<file path="src/rtl/i2c_tgt_pkg.sv">
// Package: shared state encoding for the I2C target transmitter.
// Assumes: byte-wide data on the bus.
package i2c_tgt_pkg;
    typedef enum logic [2:0] {
        ST_IDLE,     // waiting for a start condition
        ST_ADDR,     // shifting in the address byte
        ST_AACK,     // driving the address acknowledge
        ST_STRETCH,  // holding SCL low, waiting on the host
        ST_SETUP,    // SDA driven with bit 7, SCL still held one cycle
        ST_TXBIT,    // shifting out data bits
        ST_TXACK,    // sampling the master acknowledge
        ST_WSTOP     // bus released, waiting for a stop
    } tgt_state_e;
endpackage

</file>
<file path="src/rtl/i2c_tgt_sync.sv">
// Module: two-line input synchronizer with bus event detection.
// What it does: brings SCL and SDA into the clock domain through STAGES
//   flops and flags SCL edges plus start and stop conditions.
// Assumes: STAGES >= 2; the idle bus level is high.
module i2c_tgt_sync #(
    parameter int STAGES = 2
) (
    input  logic clk,
    input  logic rst_n,
    input  logic scl_i,
    input  logic sda_i,
    output logic scl_s,
    output logic sda_s,
    output logic scl_rise,
    output logic scl_fall,
    output logic bus_start,
    output logic bus_stop
);
    localparam int NLINES = 2;

    logic [NLINES-1:0] raw;
    logic [NLINES-1:0] lvl;
    logic [NLINES-1:0] prev_q;

    assign raw = {sda_i, scl_i};

    genvar g;
    generate
        for (g = 0; g < NLINES; g++) begin : g_line
            logic [STAGES-1:0] q;
            // Shift the raw line level through the synchronizer chain.
            always_ff @(posedge clk) begin
                if (!rst_n) q <= '1;
                else        q <= {q[STAGES-2:0], raw[g]};
            end
            assign lvl[g] = q[STAGES-1];
        end
    endgenerate

    // Keep the previous synchronized levels for edge detection.
    always_ff @(posedge clk) begin
        if (!rst_n) prev_q <= '1;
        else        prev_q <= lvl;
    end

    assign scl_s     = lvl[0];
    assign sda_s     = lvl[1];
    assign scl_rise  = lvl[0] & ~prev_q[0];
    assign scl_fall  = ~lvl[0] & prev_q[0];
    assign bus_start = lvl[0] & prev_q[0] & prev_q[1] & ~lvl[1];
    assign bus_stop  = lvl[0] & prev_q[0] & ~prev_q[1] & lvl[1];
endmodule

</file>
<file path="src/rtl/i2c_tgt_regs.sv">
// Module: host-side registers and status flags of the I2C target.
// What it does: holds the transmit and receive registers and the
//   transmit-empty, transmit-end and transmit-mode flags. It also forms the
//   end-processing release request (dummy read with transmit mode off).
// Assumes: host strobes are single-cycle; engine event pulses come from
//   the bit engine in the same clock domain.
module i2c_tgt_regs #(
    parameter int DW = 8
) (
    input  logic          clk,
    input  logic          rst_n,
    input  logic          wr_tdr,
    input  logic [DW-1:0] wr_data,
    input  logic          clr_tdre,
    input  logic          clr_tend,
    input  logic          clr_trs,
    input  logic          rd_rdr,
    input  logic          go_tx,
    input  logic          load,
    input  logic          byte_done,
    input  logic          addr_cap,
    input  logic [DW-1:0] addr_byte,
    output logic [DW-1:0] tdr,
    output logic [DW-1:0] rdr,
    output logic          tdre,
    output logic          tend,
    output logic          trs,
    output logic          rel_req
);
    // Transmit register: captured on every host write.
    always_ff @(posedge clk) begin
        if (!rst_n)      tdr <= '0;
        else if (wr_tdr) tdr <= wr_data;
    end

    // Receive register: takes the address byte on a match.
    always_ff @(posedge clk) begin
        if (!rst_n)        rdr <= '0;
        else if (addr_cap) rdr <= addr_byte;
    end

    // Empty flag: a host write wins, then engine set, then host clear.
    always_ff @(posedge clk) begin
        if (!rst_n)               tdre <= 1'b0;
        else if (wr_tdr)          tdre <= 1'b0;
        else if (go_tx || load)   tdre <= 1'b1;
        else if (clr_tdre)        tdre <= 1'b0;
    end

    // End flag: set at a byte end with nothing queued; set beats clear.
    always_ff @(posedge clk) begin
        if (!rst_n)                 tend <= 1'b0;
        else if (byte_done && tdre) tend <= 1'b1;
        else if (clr_tend)          tend <= 1'b0;
    end

    // Transmit-mode flag: set by a read address match, cleared by host.
    always_ff @(posedge clk) begin
        if (!rst_n)       trs <= 1'b0;
        else if (go_tx)   trs <= 1'b1;
        else if (clr_trs) trs <= 1'b0;
    end

    assign rel_req = rd_rdr & ~trs;

    assert_tend_from_byte_R7: assert property (@(posedge clk) disable iff (!rst_n)
        $rose(tend) |-> $past(byte_done));
    assert_trs_from_match_R3: assert property (@(posedge clk) disable iff (!rst_n)
        $rose(trs) |-> $past(go_tx));
endmodule

</file>
<file path="src/rtl/i2c_tgt_fsm.sv">
// Module: bit engine of the I2C target transmitter.
// What it does: decodes the address byte, drives the acknowledge, and
//   shifts out data MSB first. It samples the master acknowledge and
//   holds SCL low while the host has work to do.
// Assumes: inputs are already synchronized; the master keeps SCL low for
//   several system clocks per phase, longer than the detect latency.
module i2c_tgt_fsm
    import i2c_tgt_pkg::*;
#(
    parameter int DW = 8
) (
    input  logic          clk,
    input  logic          rst_n,
    input  logic          enable,
    input  logic [DW-2:0] own_addr,
    input  logic          ack_level,
    input  logic          scl_s,
    input  logic          sda_s,
    input  logic          scl_rise,
    input  logic          scl_fall,
    input  logic          bus_start,
    input  logic          bus_stop,
    input  logic [DW-1:0] tdr,
    input  logic          tdre,
    input  logic          trs,
    input  logic          rel_req,
    output logic          go_tx,
    output logic          load,
    output logic          byte_done,
    output logic          addr_cap,
    output logic [DW-1:0] addr_byte,
    output logic          scl_low,
    output logic          sda_low
);
    localparam int CW = $clog2(DW + 1);

    tgt_state_e    state;
    logic [DW-1:0] sh;
    logic [CW-1:0] cnt;
    logic          is_rd;
    logic          mack;
    logic          addr_end;
    logic          match;
    logic          can_load;

    // Event pulses handed to the register block.
    always_comb begin
        addr_end  = (state == ST_ADDR) && scl_fall && (cnt == CW'(DW));
        match     = (sh[DW-1:1] == own_addr);
        addr_cap  = addr_end && match;
        go_tx     = addr_cap && sh[0] && !ack_level;
        can_load  = trs && !tdre && mack;
        load      = ((state == ST_TXACK) && scl_fall && can_load) ||
                    ((state == ST_STRETCH) && can_load);
        byte_done = (state == ST_TXACK) && scl_fall;
    end

    assign addr_byte = sh;
    assign scl_low   = (state == ST_STRETCH) || (state == ST_SETUP);

    // Main sequencer: bus conditions first, then per-state bit handling.
    always_ff @(posedge clk) begin
        if (!rst_n || !enable) begin
            state   <= ST_IDLE;
            sh      <= '0;
            cnt     <= '0;
            is_rd   <= 1'b0;
            mack    <= 1'b0;
            sda_low <= 1'b0;
        end else if (bus_stop) begin
            state   <= ST_IDLE;
            sda_low <= 1'b0;
        end else if (bus_start) begin
            state   <= ST_ADDR;
            cnt     <= '0;
            sda_low <= 1'b0;
        end else begin
            case (state)
                ST_ADDR: begin
                    if (scl_rise) begin
                        sh  <= {sh[DW-2:0], sda_s};
                        cnt <= cnt + 1'b1;
                    end else if (addr_end) begin
                        if (match) begin
                            sda_low <= ~ack_level;
                            is_rd   <= go_tx;
                            state   <= ST_AACK;
                        end else begin
                            state   <= ST_WSTOP;
                        end
                    end
                end
                ST_AACK: begin
                    if (scl_fall) begin
                        sda_low <= 1'b0;
                        mack    <= 1'b1;
                        state   <= is_rd ? ST_STRETCH : ST_WSTOP;
                    end
                end
                ST_STRETCH: begin
                    if (load) begin
                        sh      <= tdr;
                        sda_low <= ~tdr[DW-1];
                        cnt     <= '0;
                        state   <= ST_SETUP;
                    end else if (rel_req) begin
                        state   <= ST_WSTOP;
                    end
                end
                ST_SETUP: state <= ST_TXBIT;
                ST_TXBIT: begin
                    if (scl_fall) begin
                        if (cnt == CW'(DW - 1)) begin
                            sda_low <= 1'b0;
                            state   <= ST_TXACK;
                        end else begin
                            cnt     <= cnt + 1'b1;
                            sh      <= {sh[DW-2:0], 1'b0};
                            sda_low <= ~sh[DW-2];
                        end
                    end
                end
                ST_TXACK: begin
                    if (scl_rise) begin
                        mack <= ~sda_s;
                    end else if (scl_fall) begin
                        if (load) begin
                            sh      <= tdr;
                            sda_low <= ~tdr[DW-1];
                            cnt     <= '0;
                            state   <= ST_SETUP;
                        end else begin
                            state   <= ST_STRETCH;
                        end
                    end
                end
                default: ;
            endcase
        end
    end

    assert_sda_moves_scl_low_R4: assert property (@(posedge clk) disable iff (!rst_n || !enable)
        (scl_s && $past(scl_s)) |-> $stable(sda_low));
    assert_hold_starts_low_R6: assert property (@(posedge clk) disable iff (!rst_n || !enable)
        $rose(scl_low) |-> !scl_s);
    assert_load_needs_data_R5: assert property (@(posedge clk) disable iff (!rst_n || !enable)
        load |-> (!tdre && trs));
    assert_release_by_read_R8: assert property (@(posedge clk) disable iff (!rst_n || !enable)
        ((state == ST_WSTOP) && ($past(state) == ST_STRETCH)) |-> $past(rel_req));
    assert_wait_stop_free_R9: assert property (@(posedge clk) disable iff (!rst_n || !enable)
        (state == ST_WSTOP) |-> (!sda_low && !scl_low));
endmodule

</file>
<file path="src/rtl/i2c_tgt_tx.sv">
// Module: top of the I2C target read-data transmitter.
// What it does: ties the synchronizer, register block and bit engine
//   together and exposes open-drain pull-low enables for SCL and SDA.
// Assumes: the pads outside turn scl_oe/sda_oe into a low drive and feed
//   the resolved line levels back on scl_i/sda_i.
module i2c_tgt_tx #(
    parameter int DW     = 8,
    parameter int STAGES = 2
) (
    input  logic          clk,
    input  logic          rst_n,
    input  logic          enable,
    input  logic [DW-2:0] own_addr,
    input  logic          ack_level,
    input  logic          scl_i,
    input  logic          sda_i,
    output logic          scl_oe,
    output logic          sda_oe,
    input  logic          wr_tdr,
    input  logic [DW-1:0] wr_data,
    input  logic          clr_tdre,
    input  logic          clr_tend,
    input  logic          clr_trs,
    input  logic          rd_rdr,
    output logic [DW-1:0] rdr_data,
    output logic          tdre,
    output logic          tend,
    output logic          trs
);
    logic          scl_s, sda_s, scl_rise, scl_fall, bus_start, bus_stop;
    logic          go_tx, load, byte_done, addr_cap, rel_req;
    logic [DW-1:0] addr_byte, tdr;

    i2c_tgt_sync #(.STAGES(STAGES)) sync_i (
        .clk(clk), .rst_n(rst_n), .scl_i(scl_i), .sda_i(sda_i),
        .scl_s(scl_s), .sda_s(sda_s), .scl_rise(scl_rise), .scl_fall(scl_fall),
        .bus_start(bus_start), .bus_stop(bus_stop)
    );

    i2c_tgt_regs #(.DW(DW)) regs_i (
        .clk(clk), .rst_n(rst_n), .wr_tdr(wr_tdr), .wr_data(wr_data),
        .clr_tdre(clr_tdre), .clr_tend(clr_tend), .clr_trs(clr_trs), .rd_rdr(rd_rdr),
        .go_tx(go_tx), .load(load), .byte_done(byte_done), .addr_cap(addr_cap),
        .addr_byte(addr_byte), .tdr(tdr), .rdr(rdr_data), .tdre(tdre),
        .tend(tend), .trs(trs), .rel_req(rel_req)
    );

    i2c_tgt_fsm #(.DW(DW)) fsm_i (
        .clk(clk), .rst_n(rst_n), .enable(enable), .own_addr(own_addr),
        .ack_level(ack_level), .scl_s(scl_s), .sda_s(sda_s), .scl_rise(scl_rise),
        .scl_fall(scl_fall), .bus_start(bus_start), .bus_stop(bus_stop),
        .tdr(tdr), .tdre(tdre), .trs(trs), .rel_req(rel_req), .go_tx(go_tx),
        .load(load), .byte_done(byte_done), .addr_cap(addr_cap),
        .addr_byte(addr_byte), .scl_low(scl_oe), .sda_low(sda_oe)
    );
endmodule

</file>
<file path="config.mk">
export PLATFORM = sky130hd
export DESIGN_NAME = i2c_tgt_tx
export DESIGN_NICKNAME = d
export VERILOG_FILES = /design/src/rtl/i2c_tgt_pkg.sv /design/src/rtl/i2c_tgt_sync.sv /design/src/rtl/i2c_tgt_regs.sv /design/src/rtl/i2c_tgt_fsm.sv /design/src/rtl/i2c_tgt_tx.sv
export SDC_FILE = /design/constraint.sdc
export NUM_CORES = 1
export LEC_CHECK = 0
export BUFFER_PORTS_ARGS = -buffer_cell sky130_fd_sc_hd__buf_2
export CAP_MARGIN = 20
export CORE_ASPECT_RATIO = 1.5
export CORE_MARGIN = 2
export CORE_UTILIZATION = 30
export CTS_CLUSTER_DIAMETER = 120
export CTS_CLUSTER_SIZE = 8
export DETAILED_ROUTE_END_ITERATION = 16
export PLACE_DENSITY = 0.6
export SLEW_MARGIN = 20
export SYNTH_ARGS = -nofsm -noshare
export SYNTH_HDL_FRONTEND = slang
export SYNTH_SLANG_ARGS = --single-unit
</file>
<file path="constraint.sdc">
create_clock -name clk -period 2.1 [get_ports clk]
set_clock_uncertainty 0.1 [all_clocks]
set_input_delay 0 -clock clk [delete_from_list [all_inputs] [get_ports clk]]
set_output_delay 0 -clock clk [all_outputs]
set_load 0.005 [all_outputs]
</file>
# After elaboration in Yosys (flattened, before gate mapping)
# Cells that the tools add are included.
op_classes:
  n_bitwise: 20
  reduce_logical: 38
  n_eq_ne: 31
  add_sub_neg: 1
  mux: 48
op_table:
  columns: ["cell", "count"]
  rows:
  - ["2-to-1 mux 8 bit", 6]
  - ["2-to-1 mux 3 bit", 12]
  - ["case mux 8 bit (4 select lines)", 1]
  - ["2-to-1 mux 4 bit", 7]
  - ["!= test 3 x 2 -> 1 bit (second input constant)", 7]
  - ["2-to-1 mux 1 bit", 18]
  - ["case mux 3 bit (6 select lines)", 1]
  - ["AND reduction 9 bit", 2]
  - ["!= test 2 x 1 -> 1 bit (second input constant)", 8]
  - ["case mux 4 bit (4 select lines)", 1]
  - ["AND reduction 8 bit", 2]
  - ["inverter 1 bit", 12]
  - ["logical AND 1 bit", 11]
  - ["nonzero test 5 bit", 2]
  - ["== test 3 bit (second input constant)", 3]
  - ["!= test 3 bit (second input constant)", 3]
  - ["AND 1 bit", 8]
  - ["nonzero test 2 bit", 4]
  - ["== test 7 bit", 1]
  - ["AND reduction 7 bit", 1]
  - ["nonzero test 7 bit", 1]
  - ["== test 3 x 2 -> 1 bit (second input constant)", 2]
  - ["!= test 2 bit (second input constant)", 3]
  - ["AND reduction 6 bit", 1]
  - ["other kinds (14)", 21]
word_totals:
  inputBits: 26
  out_inout_bits: 13
  reg_bits: 43

# Depth between registers and ports, before layout
# Gate-level depths: netlist of the first run.
depth:
  word_depth: 10
  mapped_depth: 8
  ltp_nobuf: 8

# Cells and area by module
# Synthesis of the first run repeated with hierarchy kept, for this count alone.
hier_totals:
  cells_unflattened: 271
  area_unflattened_um2: 2421.1
modules_own_cells:
  columns: ["mod", "seq_area_each_um2", "cells_each", "area_each_um2", "n_inst"]
  rows:
  - ["i2c_tgt_fsm", 360.3, 192, 1502.7, 1]
  - ["i2c_tgt_regs", 380.4, 63, 728.2, 1]
  - ["i2c_tgt_sync", 120.1, 16, 190.2, 1]

# Worst setup path before layout of the first run
# No wires, ideal clock.
synth_path:
  path_kind: "register -> register"
  start: "reg fsm_i.cnt[0]"
  end: "reg fsm_i.state[0]"
  setup_time_ps: 117
  slack_ps: 259
  stages_incl_launch_ff: 7
  synth_period_minus_slack_ps: 1841
  arrival_ps: 1624
  path_cell_list: "dfxtp_1 ha_1 nand4bb_1 a32o_1 a2111oi_4 o21ai_0 a32o_1"
synth_via:
  elab_chain_cells: 4
  word_cells_on_any_way: 6
  classes_between: "4 x eq/ne; 2 x reduce/logical"
synth_lines:
  columns: ["item", "line", "source"]
  rows:
  - ["start, declared", "i2c_tgt_fsm.sv:39", "logic [CW-1:0] cnt;"]
  - ["start signal, assigned", "i2c_tgt_fsm.sv:82", "cnt <= cnt + 1'b1;"]
  - ["start signal, assigned", "i2c_tgt_fsm.sv:117", "cnt <= cnt + 1'b1;"]
  - ["== test 4 bit", "i2c_tgt_fsm.sv:48", "addr_end = (state == ST_ADDR) && scl_fall && (cnt == CW'(DW));"]
  - ["logical AND 1 bit", "i2c_tgt_fsm.sv:48", null]
  - ["!= test 3 x 2 -> 1 bit (no line)", null, null]
  - ["AND reduction 9 bit (no line) (*)", null, null]
  - ["end signal, assigned", "i2c_tgt_fsm.sv:97", "state <= is_rd ? ST_STRETCH : ST_WSTOP;"]
  - ["end, declared", "i2c_tgt_fsm.sv:37", "tgt_state_e state;"]
# Every way passes the cells marked *; elsewhere a longest branch is shown, timed or not.
# A chain may end at the register's enable or synchronous reset.

# Worst setup path in the final report of the first run
# Ends and elaborated chain as after synthesis.

==> results of run 1 <==
## cell usage in the layout (no fill, tap or decap), types with 7 or more instances in the layout
cell type,count
nor2b_1,20
a311oi_1,8
buf_4,27
nor2_1,15
nand2b_1,13
a21oi_1,21
o21ai_0,12
nand2_1,13
mux2i_1,25
nand3_1,7
dlygate4sd3_1,13
dfxtp_1,40
buf_2,38
## report_power, final
part	total [uW]	switching, uW	internal [uW]	leakage, uW
clock	779	339	439	0.0000669
sequential	843	11.9	831	0.000351
combinational	187	90.9	95.7	0.000839
## per-stage QoR
step	setup TNS [ns]	area, sq um	utilization (%)
finish	0	3170	40.1
global route	-0.00116	3170	40.1
CTS	0	3140	39.7
detailed placement	0	2870	36.3
global placement	0	2870	36.3
floorplan	0	2400	-
## worst max-delay path by stage
stage	start	end	slack [ns]	cells past startpoint
floorplan	fsm_i.cnt[0]	fsm_i.state[0]	0.26	6
global placement	fsm_i.cnt[0]	fsm_i.state[2]	0.06	6
detailed placement	fsm_i.state[2]	fsm_i.addr_byte[3]	0.05	6
CTS	fsm_i.state[2]	fsm_i.cnt[0]	0.02	6
global route	fsm_i.cnt[0]	fsm_i.state[2]	-0.001	8
finish	fsm_i.cnt[0]	fsm_i.state[0]	0.13	9
## synth_stat cells (2+ instances only)
library cell	count
a211oi_1	3
a21boi_0	2
a21o_1	2
a21oi_1	21
a311oi_1	8
a31oi_1	2
a32o_1	2
and3b_1	2
buf_2	4
buf_4	5
clkbuf_1	9
dfxtp_1	43
ha_1	2
inv_1	5
mux2i_1	25
nand2_1	13
nand2b_1	13
nand3_1	7
nand3b_1	3
nand4_1	2
nor2_1	15
nor2b_1	21
nor3_1	3
nor4_1	2
o21a_1	2
o21ai_0	12
o21ai_1	2
o22ai_1	2
o32ai_1	2
or3_1	2
xnor2_1	4
xor2_1	5
## worst max-delay path, cell delays in order, from the launching register on
cell,delay [ns]
dfxtp_1,0.35
inv_1,0.09
ha_1,0.15
and3b_2,0.23
nor3_1,0.05
buf_4,0.15
a2111oi_4,0.38
nor2b_1,0.08
a31oi_1,0.16
a32o_1,0.17
## cell families after synthesis
kind of cell | Yosys count
multiplexers | 25
flip-flops | 43
adder cells (fa/ha/maj) | 2
buffers and inverters | 23
AO/OA/AOI/OAI | 70
AND/OR/NAND/NOR | 97
XOR/XNOR | 9
## registers in the layout (all words and copies together), names as in the netlist
name / cells
sync_i.g_line.q: 4
regs_i.tdre: 1
fsm_i.sda_low: 1
regs_i.tend: 1
sync_i.prev_q: 2
regs_i.trs: 1
fsm_i.cnt: 4
fsm_i.mack: 1
regs_i.rdr: 8
fsm_i.state: 3
fsm_i.is_rd: 1
regs_i.tdr: 8
fsm_i.addr_byte: 8
## routing by layer
| layer | GRT usage (%) | vias to the layer above |
|---|---|---|
| met5 | 0 | - |
| met3 | 2.77 | 20 |
| met2 | 31.1 | 51 |
| met1 | 16.3 | 1031 |
| li1 | - | 1118 |
| met4 | 10.6 | 0 |
## final cells by class
type | count | area, sq um | area share, %
repair buffers | 80 | 563 | 17.7
flip-flops and latches | 43 | 865 | 27.2
inverters | 5 | 18.8 | 0.591
clock inverters | 2 | 12.5 | 0.394
clock buffers | 6 | 129 | 4.06
well taps | 105 | 131 | 4.14
multi-input cells | 203 | 1450 | 45.8
## repair_timing
item | 4_1_cts | 5_1_grt
endpoints found under the setup margin | 0 | 13
hold buffers | 13 | 0
buffers inserted | 0 | 1
endpoints found under the hold margin | 13 | 0
gates resized for setup | 0 | 8
==> reports/results.ini, run 1 <==
[run_status]
status = finished with violations
violations = negative hold slack

[route]
dr_wl_met3_microns = 173
wire_per_inst_microns = 15.1
routed-via-count = 2220
highest-signal-layer = met4
final_antenna_net_count = 0
drc = 0
wirelength_mm = 6.72
wl_met2_mm = 3.57
drtIter0Drc = 69
via_per_inst = 5.00
wl_met1_mm = 2.64
drt-pass1-iter-count = 4

[global_route]
grt_overflow_total = 0
track_usage_pct = 16.4
grt_pass1_wl_mm = 11.2
grt_pass1_vias = 2343
antenna_found_initial = 0
grt_max_degree = 28

[placed_design]
gp_routability_congestion = 0.864
placedCellCount = 422
pre_cts_slack_ns = 0.0452
portBuffers = 38
dp.final_hpwl_mm = 5.07

[min_path]
min_from = rst_n
min_path_cells = 2
hold_path.class = input pin to flop
min_to = sync_i.prev_q[0]

[final_layout]
drive_above_1_share_pct = 26.0
fillCellCount = 843
n_antenna_cell = 0
fin_nets = 366
syn_to_final_growth_pct = 32.1
final_cells = 444

[cts]
insertion_delay_ns = 0.29
htreeDepth = 2
cts.clk_slew.worst_paths_ns = 0.06
cts_max_path_buffers = 2
cts_inserted_buffers = 5
cts_tree = done
clock-root-buffer = clkbuf_16
clock_sinks = 43

[sta]
fin_crit_ns = 1.97
final.setup.worst_slack_ns = 0.127
setup_violations = 0
worstMarginPinSlew_ns = 0.522
finalCritPeriodShare_pct = 94.0
hold_viol = 6
hold_slack_ns = -0.0159
drv_slew = 0
rsz0062_at_grt = true
slew_headroom_pct = 65.1
fmax_mhz = 507

[synth]
synth_top_family_by_area = simple AND/OR/NAND/NOR gates
yosysWarnings = 0
synth_edf_count = 0
synth_nets = 297
synth_fa_ha_area_share_pct = 1.04
synth_area_leader_cell = dfxtp_1
synth-seq-cells = 43
netlist_top_cells_area = dfxtp_1 (36%), mux2i_1 (10%), nor2b_1 (5.5%)
avgSynthCellArea_sq_um = 8.93
yosysSeqAreaShare_pct = 35.8
yosys.area_share.simple_pct = 24.1
synth.area.mux_share_pct = 10.4
synth_top_area_share_pct = 35.8
syn_inst = 269
ys_types = 56
synth_compound_gate_area_share_pct = 20.8
synth_area_sq_um = 2400
synthFlopType = dfxtp_1
async_reset_ff_share_pct = 0
synth_xor_area_share_pct = 3.28

[floorplan]
coreArea_sq_um = 7910
io_pins = 39
die_w_microns = 77.1
fp.dieArea_sq_um = 8750
fp.dieH_microns = 114
start_util_pct = 30.4
fp-row-count = 40

[power]
power_uw = 1810
p_leak_uw = 0.00126
vdd_drop_max_v = 0.000391
powerDensity_nw_per_um2 = 570

[setup_path]
rrSetupSlack_ns = 0.13
required_ns = 2.24
worstSetupEndpointType = flop
r2r_end = fsm_i.state[0]
cp-start-kind = flop
cp.arrival_ns = 2.11
critPathMaxFanout = 5
r2r_cells = 9
reg2reg_from = fsm_i.cnt[0]
path_class = flop to flop

[flow_run]
cap_violations = 0

(Power assumes the default switching activity.)
==> run 2, diff against run 1 <==
--- a/config.mk
+++ b/config.mk
@@ -13,8 +13,10 @@
 export CTS_CLUSTER_DIAMETER = 120
 export CTS_CLUSTER_SIZE = 8
 export DETAILED_ROUTE_END_ITERATION = 16
+export GPL_TIMING_DRIVEN = 0
 export PLACE_DENSITY = 0.6
 export SLEW_MARGIN = 20
 export SYNTH_ARGS = -nofsm -noshare
 export SYNTH_HDL_FRONTEND = slang
+export SYNTH_HIERARCHICAL = 1
 export SYNTH_SLANG_ARGS = --single-unit
==> run 2 against run 1 <==
Against the previous run: utilization up 1.6 points; sequential cell count unchanged; critical path depth down 2; die area up 0.75%; cell count up 0.45%; the run now ends clean; sequential power up 2%; first-iteration DRC count up 140%; total power up 11%; area after synthesis up 0.78%; critical endpoint is now regs_i/tdre; global-route usage up 0.49 points; final area up 4.0%; fmax down 3.8%.
==> reports/results.ini, run 2 <==
[synth]
synth_nets = 299
yosysMostFrequentCell = dfxtp_1
synth_area_sq_um = 2420
syn_inst = 271
yosysSeqAreaShare_pct = 35.6
yosysWarnings = 6
avgSynthCellArea_sq_um = 8.93
async_reset_ff_share_pct = 0
synth-seq-cells = 43
netlist_top_cells_area = dfxtp_1 (36%), mux2i_1 (12%), nor2b_1 (6.7%)
synth_edf_count = 0
synth_area_leader_cell = dfxtp_1
ys_types = 57
synthTopCellsByCount = dfxtp_1 (43), mux2i_1 (28), nor2b_1 (26), nor2_1 (19)
synthFlopType = dfxtp_1
synth_top_area_share_pct = 35.6

[floorplan]
io_pins = 39
die_w_microns = 77.4
fp.dieArea_sq_um = 8820
coreArea_sq_um = 7910
start_util_pct = 30.6
fp.dieH_microns = 114
fp-row-count = 40

[global_route]
track_usage_pct = 16.9
grt_pass1_wl_mm = 11.7
antenna_found_initial = 0
grt_pass1_vias = 2311
grt_max_degree = 19
grt_overflow_total = 0

[setup_path]
rrSetupSlack_ns = 0.05
cp-start-kind = flop
r2r_cells = 7
reg2reg_from = fsm_i/state[1]
worstSetupEndpointType = flop
cp-startpoint = fsm_i/state[1]
r2r_end = regs_i/tdre
path_class = flop to flop
required_ns = 2.17
critPathMaxFanout = 10
worstSetupEndpoint = regs_i/tdre
cp.arrival_ns = 2.13

[sta]
fmax_mhz = 487
worstMarginPinSlew_ns = 0.548
hold_viol = 0
setup_violations = 0
final.setup.worst_slack_ns = 0.0485
rsz0062_at_grt = true
slew_headroom_pct = 63.3
fin_crit_ns = 2.05
drv_slew = 0
hold_slack_ns = 0.00703
finalCritPeriodShare_pct = 97.7

[route]
via_per_inst = 5.30
drtIter0Drc = 163
drt-pass1-iter-count = 4
final_antenna_net_count = 0
drc = 0
wirelength_mm = 7.20
wire_per_inst_microns = 16.2
routed-via-count = 2365

[final_layout]
final_cell_mix = buf_2 (42), dfxtp_1 (40), mux2i_1 (27)
fin_nets = 369
drive_above_1_share_pct = 24.6
final_common_cell = buf_2
fillCellCount = 808
seqCellArea_sq_um = 865
multiInputGateArea_sq_um = 1570
final_cell_area_sq_um = 3300
n_antenna_cell = 0
syn_to_final_growth_pct = 36.3
utilization_pct = 41.7

[min_path]
hold_path.class = input pin to flop
min_from = ack_level

[run_status]
status = finished, final reports clean

[cts]
clock-root-buffer = clkbuf_16
insertion_delay_ns = 0.29
cts.clk_slew.worst_paths_ns = 0.06
htreeDepth = 2
clock_sinks = 43
cts_inserted_buffers = 5
cts_tree = done
cts_max_path_buffers = 2

[placed_design]
gp_routability_congestion = 0.909
pre_cts_slack_ns = -0.315
place_area_sq_um = 2740
portBuffers = 37
dp.final_hpwl_mm = 5.06

[power]
vdd_drop_max_v = 0.000512
p_leak_uw = 0.00133
powerDensity_nw_per_um2 = 610

[flow_run]
cap_violations = 0

==> run 2: area by class of cell <==
| type | count | area share, % |
|---|---|---|
| clock inverters | 1 | 0.910 |
| plain buffers | 15 | 2.96 |
| inverters | 7 | 0.796 |
| multi-input cells | 206 | 47.5 |
| flip-flops and latches | 43 | 26.2 |
| repair buffers | 63 | 13.7 |
| well taps | 105 | 3.98 |
| clock buffers | 6 | 3.90 |
==> run 2: power by group <==
group / internal, uW / total (uW) / switching, uW
Combinational: 138 / 278 / 140
Sequential: 838 / 859 / 21.3
Clock: 555 / 874 / 319
==> run 2: critical path, cell delays in order (launching register included) <==
cell	delay [ns]
dfxtp_1	0.30
buf_2	0.19
buf_2	0.28
clkbuf_4	0.27
nor3_2	0.08
and3_1	0.21
and2_1	0.16
o311a_1	0.34
==> run 2: cells by family (layout without fill, tap and decap cells) <==
kind of cell,after synthesis,in the layout,share of synthesized area (%)
DFF,43,43,35.6
and+or+nand+nor,104,104,25.1
muxes,28,28,11.6
adders and majority gates,2,2,1.03
AOI/OAI and AO/OA,64,64,19.4
buffers and inverters,22,92,4.44
xor gates and xnor gates,8,8,2.89
==> run 2: how the worst min path moves through the flow <==
stage	to	slack (ns)	cells past startpoint
global route	fsm_i/is_rd	0.02	4
global placement	sync_i/g_line[0].q[0]	0.09	2
CTS	fsm_i/is_rd	0.007	4
finish	fsm_i/is_rd	0.007	4
floorplan	sync_i/g_line[0].q[1]	-0.03	1
detailed placement	sync_i/g_line[1].q[0]	0.09	2
==> run 2: timing repair <==
item	CTS	global route
setup buffers	0	2
pin swaps	1	2
setup endpoints to repair	25	24
hold buffers	24	0
endpoints found under the hold margin	17	0
resized for setup	14	30
==> run 2: per-layer routing <==
layer	part of all wire, %	GRT usage (%)	vias to the layer above
met4	3.7	8.81	0
met3	3.6	2.29	17
li1	-	-	1136
met2	54	31.6	67
met1	38	18.2	1145
met5	0	0	-
==> run 2: per-stage QoR <==
step | total power (uW) | std cells | TNS [ns]
floorplan | 1010 | 271 | 0
global placement | 1080 | 413 | -3.24
detailed placement | 1080 | 413 | -3.44
CTS | 2010 | 444 | 0
global route | 2090 | 446 | -0.0766
finish | 2010 | 446 | 0
==> run 3, diff against run 2 <==
--- a/config.mk
+++ b/config.mk
@@ -5,16 +5,15 @@
 export SDC_FILE = /design/constraint.sdc
 export NUM_CORES = 1
 export LEC_CHECK = 0
-export BUFFER_PORTS_ARGS = -buffer_cell sky130_fd_sc_hd__buf_2
 export CAP_MARGIN = 20
 export CORE_ASPECT_RATIO = 1.5
 export CORE_MARGIN = 2
 export CORE_UTILIZATION = 30
 export CTS_CLUSTER_DIAMETER = 120
-export CTS_CLUSTER_SIZE = 8
 export DETAILED_ROUTE_END_ITERATION = 16
+export DONT_BUFFER_PORTS = 1
 export GPL_TIMING_DRIVEN = 0
-export PLACE_DENSITY = 0.6
+export PLACE_DENSITY = 0.56
 export SLEW_MARGIN = 20
 export SYNTH_ARGS = -nofsm -noshare
 export SYNTH_HDL_FRONTEND = slang
==> run 3 against run 2 <==
Against the previous run: cell count decreased by 7.6%; wire length fell by 2.0%; register-to-register slack got worse by 0.02 ns; sequential cell count stayed put; critical endpoint is now fsm_i/state[1].
==> reports/results.ini, run 3 (same netlist as run 2, synthesis figures left out) <==
[run_status]
status = finished, final reports clean

[cts]
cts_tree = done
clock_sinks = 43
cts.clk_slew.worst_paths_ns = 0.07
insertion_delay_ns = 0.29
cts_inserted_buffers = 5
clock-root-buffer = clkbuf_16
htreeDepth = 2
cts_max_path_buffers = 2

[placed_design]
dp.final_hpwl_mm = 5.04
portBuffers = 0
gp_routability_congestion = 0.887
place_area_sq_um = 2550
placedCellCount = 376

[final_layout]
fin_nets = 334
syn_to_final_growth_pct = 29.5
final_cell_area_sq_um = 3130
n_antenna_cell = 0
drive_above_1_share_pct = 16.6
fillCellCount = 849
final_cells = 412
final_cell_mix = dfxtp_1 (39), mux2i_1 (28), dlygate4sd3_1 (25)
final_common_cell = dfxtp_1

[min_path]
hold_path.class = input pin to flop
min_from = ack_level

[setup_path]
cp-startpoint = sync_i/prev_q[0]
worstSetupEndpointType = flop
path_class = flop to flop
cp_num_buf_inv = 0
critPathTopFamily = simple AND/OR/NAND/NOR gates
cp.arrival_ns = 2.16
worstPathCellList = nor2b_4 > nand4b_1 > o21ai_1 > a32oi_2 > or2_2 > a31o_2
cp_slowest_cell = dfxtp_2
reg2reg_from = sync_i/prev_q[0]
critPathMaxStageDelay_ns = 0.36
cp-start-kind = flop
critPathMaxFanout = 6
required_ns = 2.19

[route]
wirelength_mm = 7.06
via_per_inst = 5.28
final_antenna_net_count = 0
wire_per_inst_microns = 17.1
drtIter0Drc = 83
drc = 0
routed-via-count = 2177
drt-pass1-iter-count = 4

[power]
powerDensity_nw_per_um2 = 603
p_leak_uw = 0.00117
vdd_drop_max_v = 0.000411

[sta]
setup_violations = 0
rsz0062_at_grt = true
hold_slack_ns = 0.124
drv_slew = 0
fin_crit_ns = 2.07
tns_ns = 0
slew_headroom_pct = 60.2
finalCritPeriodShare_pct = 98.7
fmax_mhz = 483
hold_viol = 0
worstMarginPinSlew_ns = 0.597

[floorplan]
fp.dieArea_sq_um = 8820
io_pins = 39
fp-row-count = 40
die_w_microns = 77.4
start_util_pct = 30.6
coreArea_sq_um = 7910
fp.dieH_microns = 114

[flow_run]
cap_violations = 0

[global_route]
antenna_found_initial = 0
grt_overflow_total = 0
grt_pass1_wl_mm = 11.2
track_usage_pct = 16.3
grt_max_degree = 18
grt_pass1_vias = 2138

==> run 3: stage by stage <==
| stage | power (uW) | worst slack (ns) | utilization, % |
|---|---|---|---|
| detailed placement | 1060 | -0.255 | 32.3 |
| global route | 1970 | -0.0550 | 39.6 |
| floorplan | 1010 | 0.0812 | - |
| CTS | 1880 | 0.0170 | 38.3 |
| finish | 1890 | 0.0277 | 39.6 |
| global placement | 1050 | -0.244 | 32.3 |
==> run 3: path summary, 6_finish.rpt <==
| check | depth (start not counted) | endpoint | slack (ns) |
|---|---|---|---|
| max reg2reg | 6 | fsm_i/state[1] | 0.03 |
| min | 4 | fsm_i/sda_low | 0.12 |
| max | 6 | fsm_i/state[1] | 0.03 |
| min reg2reg | 1 | sync_i/g_line[0].q[1] | 0.32 |
==> run 3: area by class of cell <==
class                      instances  area [sq um]  share of cell area (%)
tap                              105           131                    4.19
clock buffer                       5           125                    3.99
multi-input combinational        206          1570                    50.1
inverter                           7          26.3                   0.838
clock inverter                     3          20.0                   0.639
buffer                            14          96.3                    3.07
timing repair buffer              29           298                    9.50
sequential                        43           866                    27.6
==> run 3: worst register-to-register path: stages (launching register included) <==
cell and delay (ns):
dfxtp_2 0.36, nor2b_4 0.24, nand4b_1 0.28, o21ai_1 0.23, a32oi_2 0.19, or2_2 0.33, a31o_2 0.25
==> run 3: power by group <==
part | internal [uW] | leakage, uW | switching, uW
logic | 127 | 0.000755 | 134
clock network | 438 | 0.0000658 | 331
registers | 838 | 0.000349 | 21.7
total | 1400 | 0.00117 | 486
==> run 3: what timing repair did <==
item,CTS,global route
pin swaps,0,3
buffers inserted,1,2
hold buffers,26,0
resized for setup,13,35
setup endpoints to repair,25,25
endpoints found under the hold margin,28,0
==> run 3: metal layers <==
metal | wire length (microns) | global-route usage [%] | up-vias
met1 | 2750 | 17.9 | 1027
met4 | 342 | 11.1 | 0
met5 | 0 | 0 | -
met3 | 218 | 2.77 | 21
li1 | - | - | 1063
met2 | 3750 | 28.6 | 66
